<file path="src/rtl/gpio_mux_pkg.sv">
package gpio_mux_pkg;
    localparam int BUS_W = 32;

    // interrupt classes, also their order in the register map
    localparam int NCLS     = 4;
    localparam int CLS_RISE = 0;
    localparam int CLS_FALL = 1;
    localparam int CLS_HIGH = 2;
    localparam int CLS_LOW  = 3;

    // word indices (byte offset / 4)
    localparam int IDX_VALUE    = 0;
    localparam int IDX_IN_EN    = 1;
    localparam int IDX_OUT_EN   = 2;
    localparam int IDX_OUT_VAL  = 3;
    localparam int IDX_FN_EN    = 4;
    localparam int IDX_FN_SEL   = 5;
    localparam int IDX_OUT_INV  = 6;
    // class c: enable at CLS_BASE + 2c, pending at CLS_BASE + 2c + 1
    localparam int IDX_CLS_BASE = 8;
endpackage

</file>
<file path="src/rtl/gpio_sync.sv">
module gpio_sync #(
    parameter int N      = 32,
    parameter int STAGES = 2
) (
    input  logic         clk,
    input  logic         rst_n,
    input  logic [N-1:0] async_i,
    output logic [N-1:0] sync_o
);
    typedef struct packed {
        logic [STAGES-1:0][N-1:0] chain;
    } sync_st_t;

    sync_st_t st_d, st_q;

    always_comb begin
        st_d = st_q;
        st_d.chain[0] = async_i;
        for (int s = 1; s < STAGES; s++) begin
            st_d.chain[s] = st_q.chain[s-1];
        end
    end

    always_ff @(posedge clk or negedge rst_n) begin
        if (!rst_n) st_q <= '0;
        else        st_q <= st_d;
    end

    assign sync_o = st_q.chain[STAGES-1];
endmodule

</file>
<file path="src/rtl/gpio_irq_unit.sv">
module gpio_irq_unit
    import gpio_mux_pkg::*;
#(
    parameter int N = 32
) (
    input  logic                     clk,
    input  logic                     rst_n,
    input  logic [N-1:0]             level_i,
    input  logic [NCLS-1:0][N-1:0]   clr_i,
    input  logic [NCLS-1:0][N-1:0]   en_i,
    output logic [NCLS-1:0][N-1:0]   pend_o,
    output logic [N-1:0]             irq_o
);
    typedef struct packed {
        logic [NCLS-1:0][N-1:0] pend;
        logic [N-1:0]           prev;
    } irq_st_t;

    irq_st_t st_d, st_q;
    logic [NCLS-1:0][N-1:0] cond;

    always_comb begin
        cond[CLS_RISE] = level_i & ~st_q.prev;
        cond[CLS_FALL] = ~level_i & st_q.prev;
        cond[CLS_HIGH] = level_i;
        cond[CLS_LOW]  = ~level_i;

        st_d      = st_q;
        st_d.prev = level_i;
        irq_o     = '0;
        for (int c = 0; c < NCLS; c++) begin
            // a condition present this cycle wins over a clear
            st_d.pend[c] = (st_q.pend[c] & ~clr_i[c]) | cond[c];
            irq_o        = irq_o | (st_q.pend[c] & en_i[c]);
        end
    end

    always_ff @(posedge clk or negedge rst_n) begin
        if (!rst_n) st_q <= '0;
        else        st_q <= st_d;
    end

    assign pend_o = st_q.pend;


    pend_sticky_chk: assert property (@(posedge clk) disable iff (!rst_n)
        1'b1 |=> ((~st_q.pend & $past(st_q.pend & ~clr_i)) == '0));


    pend_cause_chk: assert property (@(posedge clk) disable iff (!rst_n)
        1'b1 |=> ((st_q.pend & ~$past(st_q.pend) & ~$past(cond)) == '0));
endmodule

</file>
<file path="src/rtl/gpio_pad_mux.sv">
module gpio_pad_mux #(
    parameter int           N            = 32,
    parameter logic [N-1:0] FN0_PRESENT  = '1,
    parameter logic [N-1:0] FN1_PRESENT  = '1,
    parameter logic [N-1:0] FN0_OE_DRIVE = '1,
    parameter logic [N-1:0] FN1_OE_DRIVE = '1
) (
    input  logic [N-1:0] out_val_i,
    input  logic [N-1:0] out_en_i,
    input  logic [N-1:0] out_inv_i,
    input  logic [N-1:0] fn_en_i,
    input  logic [N-1:0] fn_sel_i,
    input  logic [N-1:0] in_val_i,
    input  logic [N-1:0] fn0_out_i,
    input  logic [N-1:0] fn0_oe_i,
    input  logic [N-1:0] fn1_out_i,
    input  logic [N-1:0] fn1_oe_i,
    output logic [N-1:0] pad_out_o,
    output logic [N-1:0] pad_oe_o,
    output logic [N-1:0] fn0_in_o,
    output logic [N-1:0] fn1_in_o
);
    for (genvar i = 0; i < N; i++) begin : g_pin
        logic use0, use1, val, oe;

        if (FN0_PRESENT[i]) begin : g_f0
            assign use0 = fn_en_i[i] & ~fn_sel_i[i];
        end else begin : g_nf0
            assign use0 = 1'b0;
        end

        if (FN1_PRESENT[i]) begin : g_f1
            assign use1 = fn_en_i[i] & fn_sel_i[i];
        end else begin : g_nf1
            assign use1 = 1'b0;
        end

        always_comb begin
            val = out_val_i[i];
            oe  = out_en_i[i];
            if (use0) begin
                val = fn0_out_i[i];
                if (FN0_OE_DRIVE[i]) oe = fn0_oe_i[i];
            end else if (use1) begin
                val = fn1_out_i[i];
                if (FN1_OE_DRIVE[i]) oe = fn1_oe_i[i];
            end
        end

        assign pad_out_o[i] = val ^ out_inv_i[i];
        assign pad_oe_o[i]  = oe;
        assign fn0_in_o[i]  = use0 & in_val_i[i];
        assign fn1_in_o[i]  = use1 & in_val_i[i];
    end
endmodule

</file>
<file path="src/rtl/gpio_mux_ctrl.sv">
module gpio_mux_ctrl
    import gpio_mux_pkg::*;
#(
    parameter int           N            = 32,
    parameter int           ADDR_W       = 8,
    parameter int           SYNC_STAGES  = 2,
    parameter logic [N-1:0] FN0_PRESENT  = '1,
    parameter logic [N-1:0] FN1_PRESENT  = '1,
    parameter logic [N-1:0] FN0_OE_DRIVE = '1,
    parameter logic [N-1:0] FN1_OE_DRIVE = '1
) (
    input  logic              clk,
    input  logic              rst_n,
    input  logic              req_valid,
    input  logic              req_write,
    input  logic [ADDR_W-1:0] req_addr,
    input  logic [31:0]       req_wdata,
    output logic [31:0]       rsp_rdata,
    input  logic [N-1:0]      pad_in,
    output logic [N-1:0]      pad_out,
    output logic [N-1:0]      pad_oe,
    input  logic [N-1:0]      fn0_out,
    input  logic [N-1:0]      fn0_oe,
    output logic [N-1:0]      fn0_in,
    input  logic [N-1:0]      fn1_out,
    input  logic [N-1:0]      fn1_oe,
    output logic [N-1:0]      fn1_in,
    output logic [N-1:0]      irq
);
    localparam int WORD_W = ADDR_W - 2;

    typedef struct packed {
        logic [N-1:0]           in_en;
        logic [N-1:0]           out_en;
        logic [N-1:0]           out_val;
        logic [N-1:0]           fn_en;
        logic [N-1:0]           fn_sel;
        logic [N-1:0]           out_inv;
        logic [NCLS-1:0][N-1:0] ien;
        logic [BUS_W-1:0]       rdata;
    } regs_t;

    regs_t q, d;

    logic [N-1:0]           level;
    logic [N-1:0]           in_val;
    logic [NCLS-1:0][N-1:0] pend;
    logic [NCLS-1:0][N-1:0] clr;
    logic [WORD_W-1:0]      word;
    logic                   aligned, wr_ok, rd_ok;
    logic [N-1:0]           wd;
    logic [N-1:0]           rv;

    gpio_sync #(.N(N), .STAGES(SYNC_STAGES)) u_sync (
        .clk(clk), .rst_n(rst_n), .async_i(pad_in), .sync_o(level)
    );

    assign in_val = level & q.in_en;

    always_comb begin
        word    = req_addr[ADDR_W-1:2];
        aligned = (req_addr[1:0] == 2'b00);
        wr_ok   = req_valid & req_write & aligned;
        rd_ok   = req_valid & ~req_write & aligned;
        wd      = req_wdata[N-1:0];

        d   = q;
        clr = '0;
        rv  = '0;

        if (wr_ok) begin
            case (int'(word))
                IDX_IN_EN:   d.in_en   = wd;
                IDX_OUT_EN:  d.out_en  = wd;
                IDX_OUT_VAL: d.out_val = wd;
                IDX_FN_EN:   d.fn_en   = wd;
                IDX_FN_SEL:  d.fn_sel  = wd;
                IDX_OUT_INV: d.out_inv = wd;
                default: ;
            endcase
        end

        case (int'(word))
            IDX_VALUE:   rv = in_val;
            IDX_IN_EN:   rv = q.in_en;
            IDX_OUT_EN:  rv = q.out_en;
            IDX_OUT_VAL: rv = q.out_val;
            IDX_FN_EN:   rv = q.fn_en;
            IDX_FN_SEL:  rv = q.fn_sel;
            IDX_OUT_INV: rv = q.out_inv;
            default: ;
        endcase

        for (int c = 0; c < NCLS; c++) begin
            if (int'(word) == IDX_CLS_BASE + 2*c) begin
                rv = q.ien[c];
                if (wr_ok) d.ien[c] = wd;
            end
            if (int'(word) == IDX_CLS_BASE + 2*c + 1) begin
                rv = pend[c];
                if (wr_ok) clr[c] = wd;
            end
        end

        d.rdata = rd_ok ? BUS_W'(rv) : '0;
    end

    always_ff @(posedge clk or negedge rst_n) begin
        if (!rst_n) q <= '0;
        else        q <= d;
    end

    assign rsp_rdata = q.rdata;

    gpio_irq_unit #(.N(N)) u_irq (
        .clk(clk), .rst_n(rst_n), .level_i(level), .clr_i(clr),
        .en_i(q.ien), .pend_o(pend), .irq_o(irq)
    );

    gpio_pad_mux #(
        .N(N), .FN0_PRESENT(FN0_PRESENT), .FN1_PRESENT(FN1_PRESENT),
        .FN0_OE_DRIVE(FN0_OE_DRIVE), .FN1_OE_DRIVE(FN1_OE_DRIVE)
    ) u_mux (
        .out_val_i(q.out_val), .out_en_i(q.out_en), .out_inv_i(q.out_inv),
        .fn_en_i(q.fn_en), .fn_sel_i(q.fn_sel), .in_val_i(in_val),
        .fn0_out_i(fn0_out), .fn0_oe_i(fn0_oe),
        .fn1_out_i(fn1_out), .fn1_oe_i(fn1_oe),
        .pad_out_o(pad_out), .pad_oe_o(pad_oe),
        .fn0_in_o(fn0_in), .fn1_in_o(fn1_in)
    );


    misaligned_read_zero_chk: assert property (@(posedge clk) disable iff (!rst_n)
        (req_valid && !req_write && req_addr[1:0] != 2'b00) |=> (rsp_rdata == '0));


    sw_oe_follow_chk: assert property (@(posedge clk) disable iff (!rst_n)
        ((~q.fn_en & (pad_oe ^ q.out_en)) == '0));


    sw_out_follow_chk: assert property (@(posedge clk) disable iff (!rst_n)
        ((~q.fn_en & (pad_out ^ q.out_val ^ q.out_inv)) == '0));
endmodule

</file>
<file path="config.mk">
export PLATFORM = sky130hd
export DESIGN_NAME = gpio_mux_ctrl
export DESIGN_NICKNAME = d
export VERILOG_FILES = /design/src/rtl/gpio_mux_pkg.sv /design/src/rtl/gpio_sync.sv /design/src/rtl/gpio_irq_unit.sv /design/src/rtl/gpio_pad_mux.sv /design/src/rtl/gpio_mux_ctrl.sv
export SDC_FILE = /design/constraint.sdc
export NUM_CORES = 1
export LEC_CHECK = 0
export BUFFER_PORTS_ARGS = -buffer_cell sky130_fd_sc_hd__buf_2
export CELL_PAD_IN_SITES_DETAIL_PLACEMENT = 1
export CELL_PAD_IN_SITES_GLOBAL_PLACEMENT = 1
export CORE_MARGIN = 2
export CORE_UTILIZATION = 47
export CTS_BUF_LIST = sky130_fd_sc_hd__clkbuf_2
export DETAILED_ROUTE_END_ITERATION = 8
export PLACE_DENSITY_LB_ADDON = 0.1
export SYNTH_ARGS = -nofsm -noshare
export SYNTH_HDL_FRONTEND = slang
export SYNTH_SLANG_ARGS = --single-unit
</file>
<file path="constraint.sdc">
create_clock -name clk -period 1.9 [get_ports clk]
set_input_delay 0.57 -clock clk [delete_from_list [all_inputs] [get_ports clk]]
set_output_delay 0.57 -clock clk [all_outputs]
set_load 0.005 [all_outputs]
</file>
==> flow_summary.json, run 1 <==
{
  "outcome": "finished with violations",
  "violations": "setup timing",
  "routed_wl_microns": 124000,
  "combinationalPowerShare_pct": 12.2,
  "slowest_delay_ns": 0.46,
  "required_ns": 1.33,
  "drc_errors": 0,
  "finalCritPeriodShare_pct": 168,
  "vdd_drop_max_v": 0.000522,
  "fin_cells": 4407,
  "power_switching_mw": 7.73,
  "critical_path.top_delay_family": "flip-flops",
  "swShare_pct": 30.3,
  "startpoint": "q[218]$_DFFE_PN0P_",
  "setup_ws_ns": -1.28,
  "syn_avg_cell_area_sq_um": 10.9,
  "synthToLayoutAreaGrowth_pct": 38.2,
  "internal_power_mw": 17.8,
  "finish.utilization_pct": 65.6,
  "syn_area_sq_mm": 0.0280,
  "p_per_area_mw_per_mm2": 658,
  "endpoint_kind": "output port",
  "yosysWarnings": 0,
  "dieHeight_microns": 248,
  "die_w_microns": 248,
  "ff2ff_setup_slack_ns": 0.12,
  "netlist-cell-type-count": 66,
  "crit_end": "pad_oe[26]",
  "reg2reg_from": "q[215]$_DFFE_PN0P_",
  "crit_buf_inv": 2,
  "hold_viol_final": 0,
  "num_io_pins": 396,
  "grt_pass1_wl_microns": 173000,
  "drt_iter0_drc": 2218,
  "power.clock.fraction_pct": 37.2,
  "antenna_found_initial": 6,
  "portBuffers": 395,
  "h-tree-depth": 4,
  "r2r_end": "rsp_rdata[23]$_DFF_PN0_",
  "rsz0062_at_grt": "true",
  "cp.depth": 4,
  "final_cell_mix": "dfrtp_1, buf_2, buf_4, mux2_2, clkbuf_2",
  "grt_util_all_layers_pct": 38.0,
  "report.power.total_mw": 25.5,
  "min_period_ns": 3.18,
  "critical_path_class": "flop to output port",
  "worstPathCellList": "buf_6, mux2i_2, a21oi_1, buf_2",
  "grt.overflow.total": 0,
  "reg2reg_depth": 10,
  "cts.sinks": 576,
  "finClkSkew_ns": 0.0765,
  "maxCapViolCount": 0,
  "layout_commonest_cell": "dfrtp_1",
  "final_antenna_net_count": 0,
  "synth_top_area_share_pct": 51.4,
  "ys_top_cells_by_area": "dfrtp_1, mux2_2, o21ai_0",
  "cts_buffers": 156,
  "ys_async_sr_fraction_pct": 100,
  "avgRoutedWirePerCell_microns": 28.1,
  "die_area_sq_mm": 0.0616,
  "grt_pass1_vias": 28400,
  "power_leakage_nw": 18.9,
  "ys.flop_type": "dfrtp_1",
  "dp_hpwl_microns": 74600,
  "critical_path_arrival_ns": 2.61,
  "hold_class": "input pin to flop",
  "pwr-share-seq_pct": 50.5,
  "path_clk_slew_ns": 0.16,
  "synth_edf_count": 0,
  "drtPass1Iterations": 6,
  "core_region_area_sq_mm": 0.0590,
  "grt_max_degree": 85,
  "critPathLaunchType": "flop",
  "synth_top_area_cell": "dfrtp_1",
  "whs_ns": 0.0942,
  "fill_cells": 6310,
  "layout-drive-gt1-share_pct": 50.4,
  "tightestPinTransition_ns": 1.01,
  "maxSlewViolCount": 0,
  "initial_utilization_pct": 47.5,
  "fin_tns_setup_ns": -182.59,
  "crit_slowest_cell": "dfrtp_2",
  "clk_latency_ns": 1.43,
  "setup_viol": 221,
  "syn_nets": 2771,
  "crit_path_max_fanout": 4,
  "place_inst": 3738,
  "max_clock_freq_ghz": 0.314,
  "routed_via_density": 6.03,
  "slew_headroom_pct": 32.9,
  "gp_congestion": 0.930,
  "synth-seq-cells": 576,
  "syn_inst": 2567,
  "cts.path.max_buffers": 3,
  "cts_root_buf": "clkbuf_2",
  "vias": 26600,
  "rows": 89,
  "tritoncts": "yes",
  "yosysSeqAreaShare_pct": 51.4,
  "fin_nets": 3715
}
[metrics by stage]
| stage | area (sq um) | setup WS, ns |
|---|---|---|
| after floorplan | 28500 | -0.257 |
| after global placement | 32600 | -0.608 |
| after detailed placement | 32600 | -0.621 |
| after CTS | 37500 | -1.42 |
| after global routing | 38700 | -1.35 |
| final | 38700 | -1.28 |
[synthesized netlist by cell type, drive strengths merged (13+ instances only)]
cell,number
xor2,32
a221oi,33
nor3,23
a21oi,135
inv,111
a22oi,112
dfrtp,576
a211oi,20
mux2,348
o22ai,19
mux2i,114
o221ai,13
a31oi,14
nand2,199
nand3,47
clkbuf,105
buf,142
o21ai,271
nor2,188
[timing repair]
action                                   CTS  global route
hold buffers                             122             0
pin swaps                                166            56
hold endpoints to repair                1088             0
gates resized for setup                  237           174
endpoints found under the setup margin   192           197
buffers inserted                         196            78
[worst register-to-register path, delay by kind of cell, from the launching register on]
family	cells	cell delay (ns)
AOI/OAI and AO/OA	3	0.46
buffers and inverters	4	0.52
DFF	1	0.42
muxes	1	0.14
and+or+nand+nor	2	0.13
[flip-flops by register name (all words and copies together), names as in the netlist]
name / flops
u_irq.pend_o: 128
q: 320
rsp_rdata: 32
u_sync.sync_o: 32
u_sync.st_d: 32
u_irq.st_q: 32
[cells by family after synthesis]
kind of cell           share of synthesized area, %
AO/OA/AOI/OAI                                  14.3
XOR/XNOR                                       1.03
buffers and inverters                          6.59
flip-flops                                     51.4
multiplexers                                   18.9
AND/OR/NAND/NOR                                7.72
[layout make-up]
| cell class | count | area [sq um] | share of cell area, % |
|---|---|---|---|
| sequential | 576 | 14500 | 37.5 |
| tap | 773 | 967 | 2.50 |
| clock buffer | 230 | 1150 | 2.97 |
| inverter | 111 | 432 | 1.11 |
| antenna | 7 | 17.5 | 0.0452 |
| clock inverter | 44 | 280 | 0.724 |
| multi-input combinational | 1633 | 12900 | 33.4 |
| timing repair buffer | 1033 | 8450 | 21.8 |
[per-layer routing]
metal | up-vias | GRT usage, % | share of wire [%]
li1 | 11000 | - | -
met1 | 13600 | 45.4 | 38
met2 | 1411 | 63.1 | 49
met3 | 463 | 9.33 | 7.7
met4 | 0 | 20.8 | 5.7
met5 | - | 0 | 0
[worst min path at each step]
stage / from / end / slack [ns] / cells past startpoint
after floorplan: rst_n / q[100]$_DFFE_PN0P_ / 0.27 / 0
after global routing: req_wdata[10] / q[298]$_DFFE_PN0P_ / 0.04 / 3
final: req_wdata[13] / q[269]$_DFFE_PN0P_ / 0.09 / 3
after detailed placement: u_sync.st_d[49]$_DFF_PN0_ / u_sync.sync_o[17]$_DFF_PN0_ / 0.34 / 0
after CTS: req_wdata[17] / q[81]$_DFFE_PN0P_ / 0.0001 / 3
after global placement: u_sync.st_d[37]$_DFF_PN0_ / u_sync.sync_o[5]$_DFF_PN0_ / 0.33 / 0
[power by group through the flow]
stage	registers [mW]	clock network (mW)	logic (mW)
global route	12.9	10.3	3.29
CTS	12.8	9.43	2.86
detailed placement	13.1	0	2.41
global placement	13.1	0	2.34
finish	12.9	9.49	3.11
floorplan	13.0	0	1.13
(Power assumes the default switching activity.)
==> run 2: changes to the inputs <==
--- a/config.mk
+++ b/config.mk
@@ -6,13 +6,12 @@
 export NUM_CORES = 1
 export LEC_CHECK = 0
 export BUFFER_PORTS_ARGS = -buffer_cell sky130_fd_sc_hd__buf_2
-export CELL_PAD_IN_SITES_DETAIL_PLACEMENT = 1
-export CELL_PAD_IN_SITES_GLOBAL_PLACEMENT = 1
 export CORE_MARGIN = 2
-export CORE_UTILIZATION = 47
+export CORE_UTILIZATION = 55
 export CTS_BUF_LIST = sky130_fd_sc_hd__clkbuf_2
 export DETAILED_ROUTE_END_ITERATION = 8
-export PLACE_DENSITY_LB_ADDON = 0.1
+export PLACE_DENSITY = 0.77
 export SYNTH_ARGS = -nofsm -noshare
 export SYNTH_HDL_FRONTEND = slang
 export SYNTH_SLANG_ARGS = --single-unit
+export TNS_END_PERCENT = 50
==> run 2 against run 1 <==
The run still ends with setup timing left. Sequential cell count stayed put. Clock-buffer cell count is 20 lower. Via count is 2.0% lower. Combinational power is 9.0% lower. Highest routed layer unchanged. Non-clock buffer count is 157 lower. Sequential share of layout area is 2.0 points higher. Cell area is 5.1% lower. Power is 4.2% lower. Critical endpoint is now pad_out[11].
==> flow_summary.json, run 2 (synthesis results as in run 1) <==
{
  "ff2ff_setup_slack_ns": 0.01,
  "maxCapViolCount": 0,
  "num_io_pins": 396,
  "dp_hpwl_microns": 65600,
  "maxSlewViolCount": 0,
  "outcome": "finished with violations",
  "dr_wl_met3_microns": 11900,
  "dieHeight_microns": 230,
  "hold_end": "q[304]$_DFFE_PN0P_",
  "core_region_area_sq_mm": 0.0503,
  "reg2reg_depth": 9,
  "gp_congestion": 0.994,
  "largest_register_ffs": 320,
  "dpl_cell_area_sq_mm": 0.0320,
  "cts.sinks": 576,
  "hold_path.startpoint": "req_wdata[16]",
  "critical_path_class": "flop to output port",
  "die_area_sq_mm": 0.0528,
  "synthToLayoutAreaGrowth_pct": 31.1,
  "maxUsedRoutingLayer": "met4",
  "fin_nets": 3550,
  "layout-drive-gt1-share_pct": 47.8,
  "reg2reg_from": "q[205]$_DFFE_PN0P_",
  "h-tree-depth": 4,
  "drc_errors": 0,
  "routed_via_density": 6.32,
  "cts.path.max_buffers": 3,
  "clk_latency_ns": 1.37,
  "wl_met1_microns": 37700,
  "rsz0062_at_grt": "true",
  "antenna_found_initial": 5,
  "hold_class": "input pin to flop",
  "whs_path_depth": 3,
  "tritoncts": "yes",
  "endpoint_kind": "output port",
  "critPathLaunchType": "flop",
  "cts_root_buf": "clkbuf_2",
  "finalCritPeriodShare_pct": 173,
  "rows": 82,
  "regMostFlops": "q",
  "die_w_microns": 230,
  "critical_path_arrival_ns": 2.72,
  "crit_path_max_fanout": 3,
  "initial_utilization_pct": 55.7,
  "min_period_ns": 3.29,
  "hold_viol_final": 0,
  "p_per_area_mw_per_mm2": 664,
  "cts_buffers": 148,
  "max_clock_freq_ghz": 0.304,
  "grt_pass1_vias": 26300,
  "routed_wl_microns": 105000,
  "portBuffers": 395,
  "wl_met2_microns": 49000,
  "avgRoutedWirePerCell_microns": 25.5,
  "power_leakage_nw": 17.9,
  "vias": 26000,
  "setup_viol": 197,
  "r2r_end": "rsp_rdata[13]$_DFF_PN0_",
  "drtPass1Iterations": 7,
  "vdd_drop_max_v": 0.000491,
  "finClkSkew_ns": 0.0790,
  "grt.overflow.total": 0,
  "grt_max_degree": 98,
  "stdcell_area_sq_mm": 0.0367,
  "tightestPinTransition_ns": 0.943,
  "drt_iter0_drc": 2974,
  "grt_pass1_wl_microns": 153000,
  "finish.utilization_pct": 73.1,
  "setup_ws_ns": -1.39,
  "required_ns": 1.33,
  "grt_util_all_layers_pct": 38.4,
  "layout_commonest_cell": "dfrtp_1",
  "post-place-ws_ns": -0.608,
  "fill_cells": 3318,
  "slew_headroom_pct": 37.1,
  "final_cell_mix": "dfrtp_1, buf_2, mux2_2, buf_4, o21ai_0",
  "final_antenna_net_count": 0,
  "violations": "setup timing",
  "path_clk_slew_ns": 0.12
}
## run 2: cell types whose count changed in the layout (fill, tap and decap cells not counted), sizes merged
cell         change
diode            -2
dlygate4sd3     -10
clkbuf          -20
bufinv           -1
buf            -147
clkinv           -4
## run 2: how the worst max path moves through the flow
| stage | start | endpoint | cells past startpoint |
|---|---|---|---|
| final | q[203]$_DFFE_PN0P_ | pad_out[11] | 4 |
| after detailed placement | req_addr[4] | rsp_rdata[9]$_DFF_PN0_ | 8 |
| after global placement | req_addr[4] | rsp_rdata[9]$_DFF_PN0_ | 8 |
| after global routing | q[203]$_DFFE_PN0P_ | pad_out[11] | 4 |
| after CTS | q[203]$_DFFE_PN0P_ | pad_out[11] | 5 |
| after floorplan | req_addr[5] | q[322]$_DFFE_PN0P_ | 8 |
## run 2: metrics by stage
stage | setup TNS [ns] | std cells | power, mW | hold slack (ns)
global placement | -182.18 | 3617 | 15.3 | 0.333
detailed placement | -197.15 | 3617 | 15.4 | 0.336
global route | -191.80 | 4120 | 25.4 | 0.0852
finish | -168.21 | 4122 | 24.4 | 0.143
CTS | -186.20 | 4078 | 24.2 | 0.0169
floorplan | -66.80 | 2567 | 14.1 | 0.274
## run 2: area by class of cell
cell class	instances	area, sq um	share of cell area (%)
Sequential cell	576	14500	39.5
Multi-Input combinational cell	1633	12800	34.7
Timing Repair Buffer	876	6910	18.8
Clock buffer	210	1050	2.86
Tap cell	672	841	2.29
Inverter	111	422	1.15
Clock inverter	39	235	0.640
Antenna cell	5	12.5	0.0340
## run 2: report_power, final
group | switching [mW] | internal (mW) | total (mW)
Sequential | 0.341 | 12.6 | 12.9
Clock | 5.33 | 3.35 | 8.68
Combinational | 1.51 | 1.32 | 2.83
## run 2: what timing repair did
action,4_1_cts,5_1_grt
setup buffers,104,46
endpoints found under the setup margin,192,195
hold buffers,111,0
pin swaps,155,81
endpoints found under the hold margin,1088,0
gates resized for setup,224,149
## run 2: critical path, stage by stage (launching register included)
cell and delay, ns:
dfrtp_2 0.48, mux2i_4 0.24, a21oi_4 0.22, xor2_4 0.26
buf_2 0.16
## run 2: per-layer routing
layer	vias to the layer above	track usage, %
li1	10700	-
met1	12700	48.2
met2	2057	59.9
met3	524	10.1
met4	0	23.5
met5	-	0
